**config.mk**
```make
export PLATFORM = sky130hd
export DESIGN_NAME = ds1_frame_timer
export DESIGN_NICKNAME = d
export VERILOG_FILES = /design/src/rtl/ds1_timing_pkg.sv /design/src/rtl/ds1_rst_sync.sv /design/src/rtl/ds1_sync_in.sv /design/src/rtl/ds1_pos_ctr.sv /design/src/rtl/ds1_fdl_gen.sv /design/src/rtl/ds1_frame_timer.sv
export SDC_FILE = /design/constraint.sdc
export NUM_CORES = 1
export LEC_CHECK = 0
export ABC_AREA = 1
export CORE_MARGIN = 2
export CORE_UTILIZATION = 30
export DETAILED_ROUTE_END_ITERATION = 10
export DONT_BUFFER_PORTS = 1
export SYNTH_ARGS = -nofsm -noshare
export SYNTH_HDL_FRONTEND = slang
export SYNTH_SLANG_ARGS = --single-unit
```
**constraint.sdc**
```tcl
create_clock -name clk -period 1.6 [get_ports clk]
set_clock_uncertainty 0.05 [all_clocks]
set_input_delay 0.08 -clock clk [delete_from_list [all_inputs] [get_ports clk]]
set_output_delay 0.08 -clock clk [all_outputs]
set_load 0.01 [all_outputs]
```
**src/rtl/ds1_timing_pkg.sv**
```systemverilog
package ds1_timing_pkg;

  localparam int DS1_FRAME_BITS = 193;
  localparam int DS1_D4_FRAMES  = 12;
  localparam int DS1_ESF_FRAMES = 24;
  localparam int DS1_SYNC_STAGES = 2;

  typedef enum logic {
    SF_MODE_D4  = 1'b0,
    SF_MODE_ESF = 1'b1
  } sf_mode_e;

endpackage

```
**src/rtl/ds1_rst_sync.sv**
```systemverilog
module ds1_rst_sync #(
  parameter int STAGES = 2
) (
  input  logic clk,
  input  logic rst_n,
  output logic rst_sync_n
);

  logic [STAGES-1:0] chain_q;
  logic [STAGES-1:0] chain_d;

  always_comb begin
    chain_d = {chain_q[STAGES-2:0], 1'b1};
  end

  always_ff @(posedge clk or negedge rst_n) begin
    if (!rst_n) chain_q <= '0;
    else        chain_q <= chain_d;
  end

  assign rst_sync_n = chain_q[STAGES-1];

endmodule

```
**src/rtl/ds1_sync_in.sv**
```systemverilog
module ds1_sync_in #(
  parameter int   STAGES    = 2,
  parameter logic RESET_VAL = 1'b1
) (
  input  logic clk,
  input  logic rst_n,
  input  logic d,
  output logic q
);

  logic [STAGES-1:0] stage_q;
  logic [STAGES-1:0] stage_d;

  always_comb begin
    stage_d = {stage_q[STAGES-2:0], d};
  end

  always_ff @(posedge clk or negedge rst_n) begin
    if (!rst_n) stage_q <= {STAGES{RESET_VAL}};
    else        stage_q <= stage_d;
  end

  assign q = stage_q[STAGES-1];

endmodule

```
**src/rtl/ds1_pos_ctr.sv**
```systemverilog
module ds1_pos_ctr #(
  parameter int FRAME_BITS = 193,
  parameter int D4_FRAMES  = 12,
  parameter int ESF_FRAMES = 24,
  parameter int BIT_W      = 8,
  parameter int FRM_W      = 5
) (
  input  logic             clk,
  input  logic             rst_n,
  input  logic             bit_en,
  input  logic             esf_mode,
  input  logic             restart_req,
  output logic [BIT_W-1:0] bit_pos,
  output logic [FRM_W-1:0] frame_num,
  output logic             frame_mark,
  output logic             sf_end
);

  localparam logic [BIT_W-1:0] LAST_BIT  = BIT_W'(FRAME_BITS - 1);
  localparam logic [FRM_W-1:0] D4_LEN    = FRM_W'(D4_FRAMES);
  localparam logic [FRM_W-1:0] ESF_LEN   = FRM_W'(ESF_FRAMES);
  localparam logic [FRM_W-1:0] FIRST_FRM = FRM_W'(1);

  logic [BIT_W-1:0] bit_q, bit_d;
  logic [FRM_W-1:0] frame_q, frame_d;
  logic             pend_q, pend_d;
  logic [FRM_W-1:0] sf_len;
  logic             at_end;
  logic             restart;
  logic             wrap;

  always_comb begin
    sf_len  = esf_mode ? ESF_LEN : D4_LEN;
    at_end  = (bit_q == LAST_BIT);
    restart = pend_q | restart_req;
    wrap    = restart | (frame_q >= sf_len);
  end

  // next-state
  always_comb begin
    bit_d   = bit_q;
    frame_d = frame_q;
    pend_d  = restart;
    if (bit_en) begin
      if (at_end) begin
        bit_d   = '0;
        frame_d = wrap ? FIRST_FRM : frame_q + FIRST_FRM;
        pend_d  = 1'b0;
      end else begin
        bit_d = bit_q + BIT_W'(1);
      end
    end
  end

  // state register
  always_ff @(posedge clk or negedge rst_n) begin
    if (!rst_n) begin
      bit_q   <= '0;
      frame_q <= FIRST_FRM;
      pend_q  <= 1'b0;
    end else begin
      bit_q   <= bit_d;
      frame_q <= frame_d;
      pend_q  <= pend_d;
    end
  end

  assign bit_pos    = bit_q;
  assign frame_num  = frame_q;
  assign frame_mark = bit_en & (bit_q == '0);
  assign sf_end     = bit_en & at_end & wrap;

endmodule

```
**src/rtl/ds1_fdl_gen.sv**
```systemverilog
module ds1_fdl_gen (
  input  logic clk,
  input  logic rst_n,
  input  logic esf_mode,
  input  logic frame_odd,
  input  logic frame_mark,
  output logic fdl_clk,
  output logic fdl_strobe
);

  logic clk_q, clk_d;

  always_comb begin
    clk_d = esf_mode & frame_odd;
  end

  always_ff @(posedge clk or negedge rst_n) begin
    if (!rst_n) clk_q <= 1'b0;
    else        clk_q <= clk_d;
  end

  assign fdl_clk    = clk_q;
  assign fdl_strobe = esf_mode & frame_odd & frame_mark;

endmodule

```
**src/rtl/ds1_frame_timer.sv**
```systemverilog
module ds1_frame_timer
  import ds1_timing_pkg::*;
#(
  parameter int FRAME_BITS  = DS1_FRAME_BITS,
  parameter int D4_FRAMES   = DS1_D4_FRAMES,
  parameter int ESF_FRAMES  = DS1_ESF_FRAMES,
  parameter int SYNC_STAGES = DS1_SYNC_STAGES,
  localparam int BIT_W = $clog2(FRAME_BITS),
  localparam int FRM_W = $clog2(ESF_FRAMES + 1)
) (
  input  logic             clk,
  input  logic             rst_n,
  input  logic             esf_mode,
  input  logic             loopback,
  input  logic             tx_bit_en,
  input  logic             tx_sf_n,
  input  logic             rx_bit_en,
  input  logic             rx_sf_align,
  input  logic             rx_in_sync,
  output logic [BIT_W-1:0] tx_bit_pos,
  output logic [FRM_W-1:0] tx_frame_num,
  output logic             tx_frame_mark,
  output logic             tx_sf_mark,
  output logic             tx_fdl_clk,
  output logic             tx_fdl_strobe,
  output logic [BIT_W-1:0] rx_bit_pos,
  output logic [FRM_W-1:0] rx_frame_num,
  output logic             rx_frame_mark,
  output logic             rx_sf_pulse,
  output logic             rx_fdl_clk,
  output logic             rx_fdl_strobe
);

  localparam int SIDES = 2;
  localparam int TX = 0;
  localparam int RX = 1;

  logic rst_sync_n;
  logic sf_sync;
  logic sf_prev_q, sf_prev_d;
  logic sf_fell;
  logic rx_en;
  logic tx_sf_end_unused;

  logic             side_en      [SIDES];
  logic             side_restart [SIDES];
  logic [BIT_W-1:0] side_bit     [SIDES];
  logic [FRM_W-1:0] side_frm     [SIDES];
  logic             side_mark    [SIDES];
  logic             side_sf_end  [SIDES];
  logic             side_fclk    [SIDES];
  logic             side_fstb    [SIDES];

  ds1_rst_sync #(.STAGES(SYNC_STAGES)) u_rst_sync (
    .clk        (clk),
    .rst_n      (rst_n),
    .rst_sync_n (rst_sync_n)
  );

  ds1_sync_in #(.STAGES(SYNC_STAGES), .RESET_VAL(1'b1)) u_sf_sync (
    .clk   (clk),
    .rst_n (rst_sync_n),
    .d     (tx_sf_n),
    .q     (sf_sync)
  );

  // falling-edge detect on the synchronized sync input
  always_comb begin
    sf_prev_d = sf_sync;
    sf_fell   = sf_prev_q & ~sf_sync;
  end

  always_ff @(posedge clk or negedge rst_sync_n) begin
    if (!rst_sync_n) sf_prev_q <= 1'b1;
    else             sf_prev_q <= sf_prev_d;
  end

  always_comb begin
    rx_en            = loopback ? tx_bit_en : rx_bit_en;
    side_en[TX]      = tx_bit_en;
    side_en[RX]      = rx_en;
    side_restart[TX] = sf_fell;
    side_restart[RX] = rx_sf_align;
  end

  for (genvar s = 0; s < SIDES; s++) begin : g_side
    ds1_pos_ctr #(
      .FRAME_BITS (FRAME_BITS),
      .D4_FRAMES  (D4_FRAMES),
      .ESF_FRAMES (ESF_FRAMES),
      .BIT_W      (BIT_W),
      .FRM_W      (FRM_W)
    ) u_ctr (
      .clk         (clk),
      .rst_n       (rst_sync_n),
      .bit_en      (side_en[s]),
      .esf_mode    (esf_mode),
      .restart_req (side_restart[s]),
      .bit_pos     (side_bit[s]),
      .frame_num   (side_frm[s]),
      .frame_mark  (side_mark[s]),
      .sf_end      (side_sf_end[s])
    );

    ds1_fdl_gen u_fdl (
      .clk        (clk),
      .rst_n      (rst_sync_n),
      .esf_mode   (esf_mode),
      .frame_odd  (side_frm[s][0]),
      .frame_mark (side_mark[s]),
      .fdl_clk    (side_fclk[s]),
      .fdl_strobe (side_fstb[s])
    );
  end

  assign tx_bit_pos       = side_bit[TX];
  assign tx_frame_num     = side_frm[TX];
  assign tx_frame_mark    = side_mark[TX];
  assign tx_sf_mark       = side_mark[TX] & (side_frm[TX] == FRM_W'(1));
  assign tx_fdl_clk       = side_fclk[TX];
  assign tx_fdl_strobe    = side_fstb[TX];
  assign tx_sf_end_unused = side_sf_end[TX];

  assign rx_bit_pos    = side_bit[RX];
  assign rx_frame_num  = side_frm[RX];
  assign rx_frame_mark = side_mark[RX];
  assign rx_sf_pulse   = side_sf_end[RX] & rx_in_sync;
  assign rx_fdl_clk    = side_fclk[RX];
  assign rx_fdl_strobe = side_fstb[RX];

endmodule

```
==> flow_summary.html, run 1 <==
<table>
<tr><th>Metric</th><th>Value</th></tr>
<tr><th colspan="2">Yosys</th></tr>
<tr><td>Proportion of netlist area held by the largest area contributor</td><td>36.3%</td></tr>
<tr><td>Yosys warns</td><td>0</td></tr>
<tr><td>Share of synthesized area occupied by flip-flops and latches</td><td>42.7%</td></tr>
<tr><td>Mapped Nets</td><td>273</td></tr>
<tr><td>Mapped Cells</td><td>251</td></tr>
<tr><td>Netlist area before placement</td><td>2070 um2</td></tr>
<tr><td>Average cell area after synthesis</td><td>8.23 um2</td></tr>
<tr><td>Synth cell types</td><td>29</td></tr>
<tr><td>Register bit count reported by yosys</td><td>35</td></tr>
<tr><td>Area leader, netlist</td><td>dfrtp_1</td></tr>
<tr><td>Leading post-synthesis cells by cell area</td><td>dfrtp_1 (36%), nand2_1 (13%), ha_1 (7.9%), inv_1 (6.5%), dfstp_2 (6.4%)</td></tr>
<tr><th colspan="2">Worst setup path</th></tr>
<tr><td>Crit-path leading delay family</td><td>flip-flops</td></tr>
<tr><td>Worst Path Arrival</td><td>1.44 ns</td></tr>
<tr><td>Endpoint kind of the worst setup timing path</td><td>primary output</td></tr>
<tr><td>Critical Path RT</td><td>1.47 ns</td></tr>
<tr><td>Category of the most critical setup path</td><td>reg -&gt; out</td></tr>
<tr><td>Slowest library cell on the worst path</td><td>dfrtp_1</td></tr>
<tr><td>Startpoint type of the worst setup path</td><td>flip-flop</td></tr>
<tr><td>Largest fanout on the critical path</td><td>3</td></tr>
<tr><td>Crit path largest cell delay</td><td>0.39 ns</td></tr>
<tr><td>Buffers plus inverters on the worst setup path</td><td>2</td></tr>
<tr><td>Cell chain of the critical path</td><td>inv_2 -&gt; ha_4 -&gt; nand2_4 -&gt; nor2_4 -&gt; nand2_2 -&gt; nor3_2 -&gt; buf_4</td></tr>
<tr><th colspan="2">Timing</th></tr>
<tr><td>Number of setup violations in the final report</td><td>0</td></tr>
<tr><td>Final Critical Period</td><td>1.57 ns</td></tr>
<tr><td>Hold violation total from the final report</td><td>0</td></tr>
<tr><td>Minimum hold slack</td><td>0.00731 ns</td></tr>
<tr><td>RSZ-0062 raised after global routing</td><td>yes</td></tr>
<tr><td>Post-route worst setup slack</td><td>0.0329 ns</td></tr>
<tr><td>Final Max Slew Viols</td><td>0</td></tr>
<tr><td>Share of the clock period used by the worst path</td><td>97.9%</td></tr>
<tr><td>Maximum operating frequency</td><td>638 MHz</td></tr>
<tr><th colspan="2">Placed design</th></tr>
<tr><td>Placed wire-length estimate after detailed placement</td><td>3320 um</td></tr>
<tr><td>Pre-CTS setup slack</td><td>0.109 ns</td></tr>
<tr><td>Number of buffers inserted by port buffering</td><td>0</td></tr>
<tr><td>Last weighted congestion value of the routability-driven placer</td><td>0.814</td></tr>
<tr><th colspan="2">Global routing</th></tr>
<tr><td>Initial antenna violation count</td><td>0</td></tr>
<tr><td>Global-route total usage across every layer</td><td>13.1%</td></tr>
<tr><td>Via count of the first global-routing pass</td><td>1640</td></tr>
<tr><td>Maximum number of pins on one net before global-route repair</td><td>22</td></tr>
<tr><td>First-pass GRT wire length</td><td>7730 um</td></tr>
<tr><td>Overflow left after global routing</td><td>0</td></tr>
<tr><th colspan="2">Hold path</th></tr>
<tr><td>Worst min-delay path class</td><td>in -&gt; reg</td></tr>
<tr><th colspan="2">Drt</th></tr>
<tr><td>DRC violation total after the first TritonRoute iteration</td><td>49</td></tr>
<tr><td>First-pass DRT Iterations</td><td>4</td></tr>
<tr><td>Routed wire length per instance</td><td>12.6 um</td></tr>
<tr><td>Number of antenna-violating nets in the routed design</td><td>0</td></tr>
<tr><td>Vias</td><td>1707</td></tr>
<tr><td>Final wirelength</td><td>4690 um</td></tr>
<tr><td>Vias per Instance</td><td>4.60</td></tr>
<tr><td>DRC</td><td>0</td></tr>
<tr><th colspan="2">Die</th></tr>
<tr><td>Die Y</td><td>87.0 um</td></tr>
<tr><td>Core Rows</td><td>30</td></tr>
<tr><td>Die Footprint</td><td>7570 um2</td></tr>
<tr><td>Number of top-level pins</td><td>43</td></tr>
<tr><td>Standard cell core area</td><td>6720 um2</td></tr>
<tr><td>Die width</td><td>87.0 um</td></tr>
<tr><td>Effective utilization at floorplan</td><td>30.8%</td></tr>
<tr><th colspan="2">Power</th></tr>
<tr><td>Worst-case vdd ir drop</td><td>697 uV</td></tr>
<tr><td>Proportion of power drawn by flip-flops and latches</td><td>42.8%</td></tr>
<tr><td>Switching fraction of total power</td><td>39.8%</td></tr>
<tr><td>Net Switching</td><td>1.30 mW</td></tr>
<tr><td>Power, Total</td><td>3.26 mW</td></tr>
<tr><td>Clock network fraction of total power</td><td>22.7%</td></tr>
<tr><td>P_leak</td><td>1.26 nW</td></tr>
<tr><td>Share of power burned in combinational logic</td><td>34.5%</td></tr>
<tr><td>Pwr Density</td><td>1250 nW/um2</td></tr>
<tr><td>Internal power contribution</td><td>1.96 mW</td></tr>
<tr><th colspan="2">Layout</th></tr>
<tr><td>Share of layout cells above drive strength 1</td><td>30.9%</td></tr>
<tr><td>Number of nets in the layout</td><td>312</td></tr>
<tr><td>Commonest non-fill, non-tap cells in the layout</td><td>nand2_1 (65), inv_1 (30), dfrtp_1 (28), buf_4 (28), nand3_1 (22)</td></tr>
<tr><td>Area of the multi-input gates</td><td>1070 um2</td></tr>
<tr><td>Area used by sequential logic in the layout</td><td>885 um2</td></tr>
<tr><td>Most common library cell in the layout ignoring fill and taps</td><td>nand2_1</td></tr>
<tr><td>Area delta synth-&gt;final</td><td>26.6%</td></tr>
<tr><td>Final-layout fill cell count</td><td>685</td></tr>
<tr><td>Ant diodes</td><td>0</td></tr>
<tr><th colspan="2">Clocking</th></tr>
<tr><td>Number of buffers created by CTS</td><td>5</td></tr>
<tr><td>Clock tree from TritonCTS</td><td>yes</td></tr>
<tr><td>CTS HTree Levels</td><td>2</td></tr>
<tr><td>Total number of clock tree sinks</td><td>35</td></tr>
<tr><td>Clock insertion delay at the later pin of the skew report</td><td>0.30 ns</td></tr>
<tr><td>Clock slew at reported path FFs</td><td>0.08 ns</td></tr>
<tr><td>Root buffer cell</td><td>clkbuf_8</td></tr>
<tr><td>Number of buffers on the longest clock path</td><td>2</td></tr>
<tr><th colspan="2">Flow run</th></tr>
<tr><td>Max-capacitance violation count</td><td>0</td></tr>
<tr><th colspan="2">Run status</th></tr>
<tr><td>Run status</td><td>finished clean</td></tr>
</table>
==> flip-flops by register name (all words and copies together) (netlist names) <==
| signal | cells |
|---|---|
| u_rst_sync.chain_q | 2 |
| g_side.u_fdl.fdl_clk | 2 |
| sf_prev_q | 1 |
| g_side.u_ctr.pend_q | 2 |
| g_side.u_ctr.bit_pos | 16 |
| g_side.u_ctr.frame_num | 10 |
| u_sf_sync.stage_q | 2 |
==> power by group through the flow <==
stage / Combinational, mW / Clock (mW) / Sequential (mW)
after CTS: 1.05 / 0.758 / 1.39
final: 1.13 / 0.739 / 1.40
after global placement: 0.903 / 0 / 1.39
after floorplan: 0.585 / 0 / 1.44
after detailed placement: 0.926 / 0 / 1.39
after global routing: 1.29 / 0.795 / 1.43
==> final cells by class <==
class | instances | area share (%)
inverter | 43 | 6.36
timing repair buffer | 36 | 11.2
sequential | 35 | 33.8
multi-input combinational | 169 | 41.0
clock buffer | 8 | 3.83
tap | 80 | 3.83
==> kinds of logic (layout without fill, tap and decap cells) <==
group                    count (synthesis)  in the layout  share of synthesized area [%]
AO/OA/AOI/OAI                           18             18                           5.51
XOR/XNOR                                 7              7                           2.97
adder cells (fa/ha/maj)                 13             13                           7.87
buffers and inverters                   47             87                           9.87
flip-flops                              35             35                           42.7
other                                    1              1                          0.181
AND/OR/NAND/NOR                        130            130                           30.9
==> final timing paths <==
| path | startpoint | endpoint | slack [ns] | depth (start not counted) |
|---|---|---|---|---|
| max in group asynchronous | rst_n | u_rst_sync.chain_q[1] | 0.88 | 2 |
| min reg2reg | u_rst_sync.chain_q[1] | g_side[0].u_ctr.bit_pos[0] | 0.14 | 1 |
| min in group asynchronous | u_rst_sync.chain_q[1] | g_side[0].u_ctr.bit_pos[0] | 0.14 | 1 |
| min | tx_bit_en | g_side[0].u_ctr.pend_q | 0.007 | 3 |
| max reg2reg | g_side[1].u_ctr.bit_pos[1] | g_side[1].u_ctr.bit_pos[4] | 0.10 | 8 |
| max | g_side[1].u_ctr.bit_pos[1] | rx_fdl_strobe | 0.03 | 7 |
==> cell usage after synthesis (all sizes together) <==
| cell type | number |
|---|---|
| nor3 | 4 |
| nand4 | 8 |
| dfrtp | 30 |
| xor2 | 7 |
| buf | 4 |
| conb | 1 |
| o21ai | 10 |
| inv | 42 |
| ha | 13 |
| nand2 | 74 |
| nor3b | 1 |
| nand3b | 1 |
| dfstp | 5 |
| a21oi | 6 |
| nand3 | 25 |
| o21bai | 2 |
| nor2 | 17 |
| clkinv | 1 |
==> per-layer routing <==
layer | global-route usage [%] | share of wire, % | vias up
met3 | 5.02 | 6.4 | 7
met5 | 0 | 0 | -
met1 | 16.6 | 45 | 794
met4 | 4.69 | 1.4 | 0
met2 | 20.3 | 47 | 38
li1 | - | - | 868
==> tightest hold or removal path, stage by stage <==
cell and delay (ns):
nand3_4 0.14, nand2_1 0.06, inv_1 0.04
==> stage by stage <==
step / instances / utilization, % / TNS (ns) / cell area [um2]
finish: 371 / 38.9 / 0 / 2620
global route: 371 / 38.9 / -0.111 / 2620
CTS: 367 / 37.9 / -0.0643 / 2550
detailed placement: 347 / 33.9 / 0 / 2280
global placement: 347 / 33.9 / 0 / 2280
floorplan: 251 / - / 0 / 2070
==> what timing repair did <==
action	in CTS	in global routing
pin swaps	10	12
hold buffers	6	0
gates resized for setup	19	12
endpoints found under the setup margin	6	11
hold endpoints to repair	11	0
buffers inserted	6	4
Power figures use the tool's default switching activity.
==> run 2: changes to the inputs <==
--- a/config.mk
+++ b/config.mk
@@ -6,7 +6,6 @@
 export NUM_CORES = 1
 export LEC_CHECK = 0
 export ABC_AREA = 1
-export CORE_MARGIN = 2
 export CORE_UTILIZATION = 30
 export DETAILED_ROUTE_END_ITERATION = 10
 export DONT_BUFFER_PORTS = 1
==> flow_summary.html, run 2 (synthesized netlist as in run 1, its figures left out) <==
<table>
<tr><th>Metric</th><th>Value</th></tr>
<tr><th colspan="2">Flow run</th></tr>
<tr><td>Max-capacitance violation count</td><td>0 (unchanged)</td></tr>
<tr><th colspan="2">Global routing</th></tr>
<tr><td>Initial antenna violation count</td><td>0 (unchanged)</td></tr>
<tr><td>Maximum number of pins on one net before global-route repair</td><td>34 (was 22)</td></tr>
<tr><td>Via count of the first global-routing pass</td><td>1701 (was 1640)</td></tr>
<tr><td>First-pass GRT wire length</td><td>7750 um (was 7730 um)</td></tr>
<tr><td>Global-route total usage across every layer</td><td>13.7% (was 13.1%)</td></tr>
<tr><td>Overflow left after global routing</td><td>0 (unchanged)</td></tr>
<tr><th colspan="2">Layout</th></tr>
<tr><td>Share of layout cells above drive strength 1</td><td>29.2% (was 30.9%)</td></tr>
<tr><td>Area delta synth-&gt;final</td><td>24.5% (was 26.6%)</td></tr>
<tr><td>Max FFs per register</td><td>16 (unchanged)</td></tr>
<tr><td>Commonest non-fill, non-tap cells in the layout</td><td>nand2_1 (65), inv_1 (32), dfrtp_1 (28) (was nand2_1 (65), inv_1 (30), dfrtp_1 (28), buf_4 (28), nand3_1 (22))</td></tr>
<tr><td>Most common library cell in the layout ignoring fill and taps</td><td>nand2_1 (unchanged)</td></tr>
<tr><td>Final core area utilization</td><td>39.6% (was 38.9%)</td></tr>
<tr><td>Cell area after layout</td><td>2570 um2 (was 2620 um2)</td></tr>
<tr><td>Ant diodes</td><td>0 (unchanged)</td></tr>
<tr><td>Number of nets in the layout</td><td>309 (was 312)</td></tr>
<tr><th colspan="2">Placed design</th></tr>
<tr><td>Last weighted congestion value of the routability-driven placer</td><td>0.769 (was 0.814)</td></tr>
<tr><td>Area of placed instances</td><td>2280 um2 (about the same)</td></tr>
<tr><td>Placed wire-length estimate after detailed placement</td><td>3140 um (was 3320 um)</td></tr>
<tr><td>Pre-CTS setup slack</td><td>0.126 ns (was 0.109 ns)</td></tr>
<tr><td>Number of buffers inserted by port buffering</td><td>0 (unchanged)</td></tr>
<tr><th colspan="2">Drt</th></tr>
<tr><td>Number of antenna-violating nets in the routed design</td><td>0 (unchanged)</td></tr>
<tr><td>Vias per Instance</td><td>4.66 (was 4.60)</td></tr>
<tr><td>DRC violation total after the first TritonRoute iteration</td><td>73 (was 49)</td></tr>
<tr><td>Final wirelength</td><td>4540 um (was 4690 um)</td></tr>
<tr><td>Routed wire length per instance</td><td>12.4 um (was 12.6 um)</td></tr>
<tr><td>DRC</td><td>0 (unchanged)</td></tr>
<tr><td>Vias</td><td>1702 (was 1707)</td></tr>
<tr><td>First-pass DRT Iterations</td><td>4 (unchanged)</td></tr>
<tr><th colspan="2">Die</th></tr>
<tr><td>Die Y</td><td>85.0 um (was 87.0 um)</td></tr>
<tr><td>Die width</td><td>85.0 um (was 87.0 um)</td></tr>
<tr><td>Standard cell core area</td><td>6490 um2 (was 6720 um2)</td></tr>
<tr><td>Effective utilization at floorplan</td><td>31.8% (was 30.8%)</td></tr>
<tr><td>Die Footprint</td><td>7230 um2 (was 7570 um2)</td></tr>
<tr><td>Core Rows</td><td>29 (was 30)</td></tr>
<tr><td>Number of top-level pins</td><td>43 (unchanged)</td></tr>
<tr><th colspan="2">Timing</th></tr>
<tr><td>Hold violation total from the final report</td><td>0 (unchanged)</td></tr>
<tr><td>Final Critical Period</td><td>1.59 ns (was 1.57 ns)</td></tr>
<tr><td>Maximum operating frequency</td><td>628 MHz (was 638 MHz)</td></tr>
<tr><td>RSZ-0062 raised after global routing</td><td>yes (unchanged)</td></tr>
<tr><td>Final Max Slew Viols</td><td>0 (unchanged)</td></tr>
<tr><td>Post-Route Setup TNS</td><td>0 ns (unchanged)</td></tr>
<tr><td>Share of the clock period used by the worst path</td><td>99.5% (was 97.9%)</td></tr>
<tr><td>Post-route worst setup slack</td><td>0.00867 ns (was 0.0329 ns)</td></tr>
<tr><td>Number of setup violations in the final report</td><td>0 (unchanged)</td></tr>
<tr><th colspan="2">Power</th></tr>
<tr><td>P_leak</td><td>1.24 nW (was 1.26 nW)</td></tr>
<tr><td>Net Switching</td><td>1.26 mW (was 1.30 mW)</td></tr>
<tr><td>Switching fraction of total power</td><td>40.3% (was 39.8%)</td></tr>
<tr><td>Clock network fraction of total power</td><td>20.2% (was 22.7%)</td></tr>
<tr><td>Proportion of power drawn by flip-flops and latches</td><td>43.4% (was 42.8%)</td></tr>
<tr><td>Worst-case vdd ir drop</td><td>668 uV (was 697 uV)</td></tr>
<tr><td>Power, Total</td><td>3.12 mW (was 3.26 mW)</td></tr>
<tr><td>Pwr Density</td><td>1210 nW/um2 (was 1250 nW/um2)</td></tr>
<tr><td>Internal power contribution</td><td>1.86 mW (was 1.96 mW)</td></tr>
<tr><td>Share of power burned in combinational logic</td><td>36.3% (was 34.5%)</td></tr>
<tr><th colspan="2">Worst setup path</th></tr>
<tr><td>Worst Path Arrival</td><td>1.46 ns (was 1.44 ns)</td></tr>
<tr><td>Reg-to-reg setup timing slack</td><td>0.11 ns (was 0.10 ns)</td></tr>
<tr><td>Launch point of the worst reg-to-reg path</td><td>g_side[1].u_ctr.frame_num[0] (was g_side[1].u_ctr.bit_pos[1])</td></tr>
<tr><td>Startpoint type of the worst setup path</td><td>flip-flop (unchanged)</td></tr>
<tr><td>Endpoint kind of the worst setup timing path</td><td>primary output (unchanged)</td></tr>
<tr><td>Reg2reg end</td><td>g_side[1].u_ctr.frame_num[0] (was g_side[1].u_ctr.bit_pos[4])</td></tr>
<tr><td>Largest fanout on the critical path</td><td>3 (unchanged)</td></tr>
<tr><td>Critical Path RT</td><td>1.47 ns (about the same)</td></tr>
<tr><td>Depth of the worst register-to-register path</td><td>9 (was 8)</td></tr>
<tr><td>Category of the most critical setup path</td><td>reg -&gt; out (unchanged)</td></tr>
<tr><th colspan="2">Clocking</th></tr>
<tr><td>Root buffer cell</td><td>clkbuf_8 (unchanged)</td></tr>
<tr><td>Clock tree from TritonCTS</td><td>yes (unchanged)</td></tr>
<tr><td>Total number of clock tree sinks</td><td>35 (unchanged)</td></tr>
<tr><td>Clock slew at reported path FFs</td><td>0.07 ns (was 0.08 ns)</td></tr>
<tr><td>CTS HTree Levels</td><td>2 (unchanged)</td></tr>
<tr><td>Number of buffers created by CTS</td><td>5 (unchanged)</td></tr>
<tr><td>Number of buffers on the longest clock path</td><td>2 (unchanged)</td></tr>
<tr><td>Clock insertion delay at the later pin of the skew report</td><td>0.28 ns (was 0.30 ns)</td></tr>
<tr><th colspan="2">Run status</th></tr>
<tr><td>Run status</td><td>finished clean (unchanged)</td></tr>
<tr><th colspan="2">Hold path</th></tr>
<tr><td>WHS Path Cells</td><td>3 (unchanged)</td></tr>
<tr><td>Startpoint of the lowest-slack hold path</td><td>tx_bit_en (unchanged)</td></tr>
<tr><td>Worst min-delay path class</td><td>in -&gt; reg (unchanged)</td></tr>
<tr><td>Hold EP</td><td>g_side[0].u_ctr.bit_pos[2] (was g_side[0].u_ctr.pend_q)</td></tr>
</table>
-- run 2: changes by cell type in the layout (fill, tap and decap cells not counted), moves of 2 or more --
cell / change
nor2_2: -2
inv_2: -2
clkbuf_8: -2
nor2_1: +2
inv_1: +2
buf_4: -3
-- run 2: through the flow --
stage | cells | hold slack, ns
6_report | 365 | 0.0121
5_1_grt | 365 | 0.0247
3_3_place_gp | 345 | -0.266
4_1_cts | 364 | 0.00702
2_1_floorplan | 251 | -0.266
3_5_place_dp | 345 | -0.266
-- run 2: cell type report --
class / instances / area (um2)
inverters: 43 / 166
clock inverters: 2 / 12.5
repair buffers: 33 / 270
clock buffers: 6 / 72.6
well taps: 77 / 96.3
flip-flops and latches: 35 / 885
fillers: 649 / 3920
multi-input cells: 169 / 1070
-- run 2: worst max path at each step --
| stage | start | to | slack, ns |
|---|---|---|---|
| final | g_side[1].u_ctr.bit_pos[0] | rx_fdl_strobe | 0.009 |
| after global routing | g_side[1].u_ctr.bit_pos[0] | rx_fdl_strobe | -0.09 |
| after CTS | g_side[1].u_ctr.bit_pos[1] | rx_fdl_strobe | -0.06 |
| after detailed placement | g_side[1].u_ctr.frame_num[0] | g_side[1].u_ctr.frame_num[1] | 0.13 |
| after global placement | g_side[0].u_ctr.bit_pos[0] | tx_sf_mark | 0.13 |
| after floorplan | g_side[1].u_ctr.frame_num[2] | g_side[1].u_ctr.frame_num[0] | 0.17 |
-- run 2: worst max-delay path: stages, from the launching register on --
cell	delay, ns
dfrtp_1	0.40
inv_2	0.09
ha_4	0.14
nand2_4	0.05
nor2_4	0.12
nand2_2	0.08
nor3_2	0.15
buf_4	0.15
-- run 2: what timing repair did --
action	4_1_cts	5_1_grt
hold buffers	6	0
hold endpoints to repair	11	0
setup endpoints to repair	6	11
setup buffers	5	1
pin swaps	9	8
cloned	0	0
gates resized for setup	16	11
-- run 2: metal layers --
metal  vias to the layer above  track usage, %  part of all wire, %  wire length (um)
li1                        864               -                    -                 -
met1                       785            17.5                   46              2090
met2                        47            20.7                   46              2070
met3                         6            5.35                  6.7               304
met4                         0            5.55                  1.5                70
met5                         -               0                    0                 0
-- run 2: power by group through the flow --
stage                     logic [mW]  clock network, mW  registers, mW
final                           1.13              0.630           1.35
after global routing            1.28              0.711           1.39
after CTS                       1.10              0.670           1.34
after detailed placement       0.989                  0           1.35
after global placement         0.974                  0           1.34
after floorplan                0.585                  0           1.44
